File: src/rtl/segnet_pkg.sv
package segnet_pkg;

    typedef enum logic [1:0] {
        PH_IDLE    = 2'd0,
        PH_CAPTURE = 2'd1,
        PH_SHIFT   = 2'd2,
        PH_UPDATE  = 2'd3
    } dr_phase_e;

    // Strobe decode: an unselected network is always idle; capture has
    // priority over shift, shift over update.
    function automatic dr_phase_e phase_of(input logic sel, input logic cap,
                                           input logic shf, input logic upd);
        dr_phase_e ph;
        if (!sel)      ph = PH_IDLE;
        else if (cap)  ph = PH_CAPTURE;
        else if (shf)  ph = PH_SHIFT;
        else if (upd)  ph = PH_UPDATE;
        else           ph = PH_IDLE;
        return ph;
    endfunction

endpackage

File: src/rtl/segnet_tdr.sv
module segnet_tdr
    import segnet_pkg::*;
#(
    parameter int W = 4
) (
    input  logic         tck,
    input  logic         trst_n,
    input  dr_phase_e    phase,
    input  logic         sel,
    input  logic         si,
    output logic         so,
    output logic [W-1:0] value
);
    logic [W-1:0] sh_q;
    logic [W-1:0] sh_d;
    logic [W-1:0] up_q;

    // next-state of the shift stage
    always_comb begin
        sh_d = sh_q;
        if (sel) begin
            unique case (phase)
                PH_CAPTURE: sh_d = up_q;
                PH_SHIFT: begin
                    if (W > 1) sh_d = {si, sh_q[W-1:1]};
                    else       sh_d = si;
                end
                PH_IDLE, PH_UPDATE: sh_d = sh_q;
            endcase
        end
    end

    always_ff @(posedge tck or negedge trst_n) begin
        if (!trst_n) sh_q <= '0;
        else         sh_q <= sh_d;
    end

    always_ff @(negedge tck or negedge trst_n) begin
        if (!trst_n)                        up_q <= '0;
        else if (sel && phase == PH_UPDATE) up_q <= sh_q;
    end

    assign so    = sh_q[0];
    assign value = up_q;

endmodule

File: src/rtl/segnet_sib.sv
module segnet_sib
    import segnet_pkg::*;
(
    input  logic      tck,
    input  logic      trst_n,
    input  dr_phase_e phase,
    input  logic      sel,
    input  logic      gate_en,
    input  logic      si,
    input  logic      seg_so,
    output logic      seg_si,
    output logic      seg_sel,
    output logic      so
);
    logic sh_q;
    logic sh_d;
    logic up_q;
    logic open_eff;

    assign open_eff = up_q & gate_en;

    always_comb begin
        sh_d = sh_q;
        if (sel) begin
            unique case (phase)
                PH_CAPTURE:         sh_d = open_eff;
                PH_SHIFT:           sh_d = open_eff ? seg_so : si;
                PH_IDLE, PH_UPDATE: sh_d = sh_q;
            endcase
        end
    end

    always_ff @(posedge tck or negedge trst_n) begin
        if (!trst_n) sh_q <= 1'b0;
        else         sh_q <= sh_d;
    end

    // a gate with no power/clock can never be loaded open
    always_ff @(negedge tck or negedge trst_n) begin
        if (!trst_n)                        up_q <= 1'b0;
        else if (sel && phase == PH_UPDATE) up_q <= sh_q & gate_en;
    end

    assign seg_si  = si;
    assign seg_sel = sel & open_eff;
    assign so      = sh_q;

endmodule

File: src/rtl/segnet_top.sv
module segnet_top
    import segnet_pkg::*;
#(
    parameter int A_W = 4,
    parameter int B_W = 8,
    parameter int C_W = 5,
    parameter int NSEG = 4
) (
    input  logic            tck,
    input  logic            trst_n,
    input  logic            dr_sel,
    input  logic            dr_capture,
    input  logic            dr_shift,
    input  logic            dr_update,
    input  logic            tdi,
    input  logic [NSEG-1:0] seg_en,
    output logic            tdo,
    output logic [A_W-1:0]  inst_a,
    output logic [B_W-1:0]  inst_b,
    output logic [C_W-1:0]  inst_c
);
    localparam int GA = 0;
    localparam int GB = 1;
    localparam int GC = 2;
    localparam int GN = 3;

    dr_phase_e phase;
    assign phase = phase_of(dr_sel, dr_capture, dr_shift, dr_update);

    logic a_seg_si, a_seg_sel, a_tdr_so, a_so;
    logic b_seg_si, b_seg_sel, b_tdr_so, b_so;
    logic c_seg_si, c_seg_sel;
    logic n_seg_si, n_seg_sel, n_so, c_tdr_so;

    // gate A with 4-bit instrument
    segnet_tdr #(.W(A_W)) u_tdr_a (
        .tck(tck), .trst_n(trst_n), .phase(phase), .sel(a_seg_sel),
        .si(a_seg_si), .so(a_tdr_so), .value(inst_a));
    segnet_sib u_gate_a (
        .tck(tck), .trst_n(trst_n), .phase(phase), .sel(dr_sel),
        .gate_en(seg_en[GA]), .si(tdi), .seg_so(a_tdr_so),
        .seg_si(a_seg_si), .seg_sel(a_seg_sel), .so(a_so));

    // gate B with 8-bit instrument
    segnet_tdr #(.W(B_W)) u_tdr_b (
        .tck(tck), .trst_n(trst_n), .phase(phase), .sel(b_seg_sel),
        .si(b_seg_si), .so(b_tdr_so), .value(inst_b));
    segnet_sib u_gate_b (
        .tck(tck), .trst_n(trst_n), .phase(phase), .sel(dr_sel),
        .gate_en(seg_en[GB]), .si(a_so), .seg_so(b_tdr_so),
        .seg_si(b_seg_si), .seg_sel(b_seg_sel), .so(b_so));

    // gate C holding a nested gate that holds the 5-bit instrument
    segnet_tdr #(.W(C_W)) u_tdr_c (
        .tck(tck), .trst_n(trst_n), .phase(phase), .sel(n_seg_sel),
        .si(n_seg_si), .so(c_tdr_so), .value(inst_c));
    segnet_sib u_gate_n (
        .tck(tck), .trst_n(trst_n), .phase(phase), .sel(c_seg_sel),
        .gate_en(seg_en[GN]), .si(c_seg_si), .seg_so(c_tdr_so),
        .seg_si(n_seg_si), .seg_sel(n_seg_sel), .so(n_so));
    segnet_sib u_gate_c (
        .tck(tck), .trst_n(trst_n), .phase(phase), .sel(dr_sel),
        .gate_en(seg_en[GC]), .si(b_so), .seg_so(n_so),
        .seg_si(c_seg_si), .seg_sel(c_seg_sel), .so(tdo));

endmodule

File: config.mk
export PLATFORM = sky130hd
export DESIGN_NAME = segnet_top
export DESIGN_NICKNAME = d
export VERILOG_FILES = /design/src/rtl/segnet_pkg.sv /design/src/rtl/segnet_tdr.sv /design/src/rtl/segnet_sib.sv /design/src/rtl/segnet_top.sv
export SDC_FILE = /design/constraint.sdc
export NUM_CORES = 1
export LEC_CHECK = 0
export ABC_AREA = 1
export BUFFER_PORTS_ARGS = -buffer_cell sky130_fd_sc_hd__buf_2
export CORE_ASPECT_RATIO = 1.75
export CORE_MARGIN = 4
export CORE_UTILIZATION = 45
export DETAILED_ROUTE_END_ITERATION = 10
export GPL_TIMING_DRIVEN = 0
export PLACE_DENSITY_LB_ADDON = 0.2
export SYNTH_ARGS = -nofsm -noshare
export SYNTH_HDL_FRONTEND = slang
export SYNTH_SLANG_ARGS = --single-unit
File: constraint.sdc
create_clock -name tck -period 2.4 [get_ports tck]
set_input_delay 0.48 -clock tck [delete_from_list [all_inputs] [get_ports tck]]
set_output_delay 0.48 -clock tck [all_outputs]
set_load 0.1 [all_outputs]
# --- Word level (Yosys, flattened, before mapping) ---
# Cells that the tools add are included.
totals:
  ff_bits: 42
  inputBits: 11
  out_inout_bits: 18
op_classes:
  n_eq_ne: 3
  n_mux: 15
  bitwise_logic: 13
  n_reduce_logical: 12
op_table:
  columns: ["operator", "n"]
  rows:
  - ["one-hot mux 8 bit (2 select lines)", 1]
  - ["bitwise AND 1 bit", 12]
  - ["one-hot mux 5 bit (2 select lines)", 1]
  - ["AND reduction 2 bit", 5]
  - ["2-to-1 mux 2 bit", 4]
  - ["one-hot mux 1 bit (2 select lines)", 4]
  - ["one-hot mux 4 bit (2 select lines)", 1]
  - ["logical AND 1 bit", 5]
  - ["== test 2 bit (second input constant)", 2]
  - ["2-to-1 mux 1 bit", 4]
  - ["== test 2 x 1 -> 1 bit (second input constant)", 1]
  - ["logical NOT 2 bit", 1]
  - ["OR reduction 2 bit", 1]
  - ["NOT 1 bit", 1]

# --- Logic depth before layout (Yosys ltp) ---
logic_depth:
  ltp_word: 8
  mapped_depth: 11
  depth_no_buf: 10

# --- Cells and area by module ---
# From an unflattened synthesis, not the netlist that was laid out.
unflattened:
  cells_unflattened: 313
  area_unflattened_um2: 2343.5
by_module_without_submodules:
  columns: ["mod", "instances", "cells_per_inst", "area_per_inst_um2", "seq_area_each_um2"]
  rows:
  - ["segnet_tdr (u_tdr_b)", 1, 99, 782.0, 400.4]
  - ["segnet_sib", 4, 23, 163.9, 50.0]
  - ["segnet_tdr (u_tdr_c)", 1, 63, 476.7, 250.2]
  - ["segnet_tdr (u_tdr_a)", 1, 52, 391.6, 200.2]
  - ["segnet_top", 1, 7, 37.5, 0.0]

==> qor.txt <==
outcome: complete, but fails checks
failing checks: setup timing
critical path's slowest cell: dfrtn_1
clock sink count: 42
grt ovf: 0
Clk Latency, worst-skew pair: 0.30 ns
nets@finish: 321
post-detailed-route wirelength per cell: 13.2 µm
PortBufs: 27
Core ar.: 4480 µm²
Hold Path Class: input port to asynchronous set/reset pin
CP Class: flop to primary output
die width: 59.9 µm
pre-CTS setup slack: -0.290 ns
GRT Util Overall: 0.178
Slew HR: 0.376
Max-Cap Viols: 0
PD cells: 515 nW/µm²
cts bufs inserted: 5
sequential share of the synthesized area: 0.496
Clock Power Share: 0.322
CTS root buf: clkbuf_8
I/O pin total: 29
CP Data Required Time: 1.92 ns
critical path arrival: 2.17 ns
syn_nets: 266
htree depth: 2
Sw Ratio: 0.290
register area: 1050 µm²
first-pass GRT wire length: 8300 µm
Worst setup EP type: primary output
DPL Wire Length: 3340 µm
largest net degree at the start of global routing: 43
clk slew on worst S/H paths: 0.07 ns
CTS tree: built
Worst VDD drop: 0.451 mV
Syn Area/Cell: 8.34 µm²
antenna-violating nets left: 0
TNS Setup: -3.93 ns
Synth Register Bits: 42
diode count: 0
most common cell after layout, fill and taps aside: nand2_1
Post-Route WL: 4780 µm
skew final: 0.00723 ns
via count: 1846
worst path cell trace: buf_12
Worst Setup Start Kind: flop
Fin. Hold Viols: 0
final setup vio count: 17
Filler cells: 400
die area: 5920 µm²
Critical Path Fanout Max: 3
vias per cell: 5.11
worst path buffer plus inverter count: 1
CP delay by family, top: flip-flops
Post-CTS Hold Buffers: 0
DRT iter0 DRCs: 61
Remaining DRCs: 0
most frequent cells in the layout: nand2_1 (73), inv_1 (25), buf_4 (21), dfrtp_1 (21), dfrtn_1 (21)
Placement Rows: 32
share of cells above drive strength 1: 0.306
vias in the first global route: 1847
Synth Cell Area: 2120 µm²
Starting Density: 0.473
CTS max path bufs: 2
area of the multi-input gates: 922 µm²
Leakage Power: 0.00154 µW
initial antenna violation count: 0
Psw: 430 µW
crit-path max cell delay: 0.48 ns
combinational share of power: 0.165
Initial DRT Pass Iterations: 4
worst setup margin: -0.254 ns
Slew Limit Fails: 0
Ys Warns: 0
Synth cell types: 20
Sequential Power Share: 0.513
Die Span Y: 98.8 µm
worst slew pin tran: 0.937 ns
post-synthesis instance total: 254
Layout area overhead: 35.8%
GP Congestion: 0.811
internal power: 1050 µW
unrepaired setup endpoints after global routing: yes
Layout Utilization: 0.642
-- worst paths after layout --
path | startpoint | end | slack (ns) | depth (start not counted)
setup / recovery | u_tdr_b.value[3]$_DFFE_NN0P_ | inst_b[3] | -0.25 | 1
hold / removal | trst_n | u_gate_c.so$_DFFE_PN0P_ | 0.32 | 1
setup reg to reg | u_gate_c.up_q$_DFFE_NN0P_ | u_tdr_c.sh_q[4]$_DFFE_PN0P_ | 0.09 | 6
hold reg to reg | u_gate_a.up_q$_DFFE_NN0P_ | u_gate_a.up_q$_DFFE_NN0P_ | 0.46 | 2
max in group asynchronous | trst_n | u_gate_a.up_q$_DFFE_NN0P_ | 0.38 | 1
min in group tck | u_gate_a.up_q$_DFFE_NN0P_ | u_gate_a.up_q$_DFFE_NN0P_ | 0.46 | 2
-- synth_stat cells --
cell,number,share of area
nand3_1,14,0.033
nor2_1,15,0.027
nand2_1,76,0.13
nor2_8,3,0.028
inv_1,27,0.048
ha_1,1,0.0059
nor2_2,1,0.0030
buf_6,4,0.021
nand2_4,2,0.011
dfrtp_1,21,0.25
o21ai_2,10,0.041
inv_2,1,0.0018
inv_4,2,0.0059
o21ai_0,27,0.064
dfrtn_1,21,0.25
nor2_4,2,0.011
nand4_1,4,0.012
buf_2,4,0.0094
nand2_2,6,0.018
a21oi_1,13,0.031
-- routing by layer --
layer  wire length, µm  vias up  GRT usage
li1                  -      916          -
met1              1900      879      0.209
met2              2630       41      0.312
met3               173       10     0.0328
met4                75        0     0.0597
met5                 0        -          0
-- power by group through the flow --
stage	logic [µW]	clock network [µW]	registers, µW
floorplan	94.2	0	831
global placement	211	0	771
detailed placement	212	0	772
CTS	243	490	760
global route	268	509	765
finish	245	478	761
-- state kept, by name (all words and copies together) (netlist names) --
signal         flops
u_tdr_c.sh_q       5
u_tdr_b.sh_q       8
u_tdr_b.value      8
u_gate_b.up_q      1
u_gate_b.so        1
u_gate_c.so        1
u_gate_a.so        1
u_tdr_a.sh_q       4
u_gate_c.up_q      1
u_gate_n.so        1
u_gate_a.up_q      1
u_tdr_a.value      4
u_gate_n.up_q      1
u_tdr_c.value      5
-- final cells by class --
type / instances / area share
well taps: 51 / 0.0222
flip-flops and latches: 42 / 0.365
multi-input cells: 174 / 0.320
repair buffers: 48 / 0.190
clock inverters: 1 / 0.00174
plain buffers: 8 / 0.0269
clock buffers: 7 / 0.0300
inverters: 30 / 0.0435
-- stage by stage --
step,area [µm²],std cells,hold WS (ns),power [µW]
detailed placement,2360,332,0.445,984
finish,2880,361,0.316,1480
floorplan,2160,254,0.184,925
global route,2880,361,0.396,1540
CTS,2810,354,0.355,1490
global placement,2360,332,0.426,982
-- timing repair --
item                       CTS  global route
pin swaps                    0             2
buffers inserted            14             7
resized for setup           68             7
setup endpoints to repair   17            29
gates cloned                 0             0
-- cells by family after synthesis --
group	share of synthesized area
AND/OR/NAND/NOR	0.276
AO/OA/AOI/OAI	0.136
flip-flops	0.496
buffers and inverters	0.0862
adder cells (fa/ha/maj)	0.00590
No activity file was read; power rests on OpenSTA's default activity.
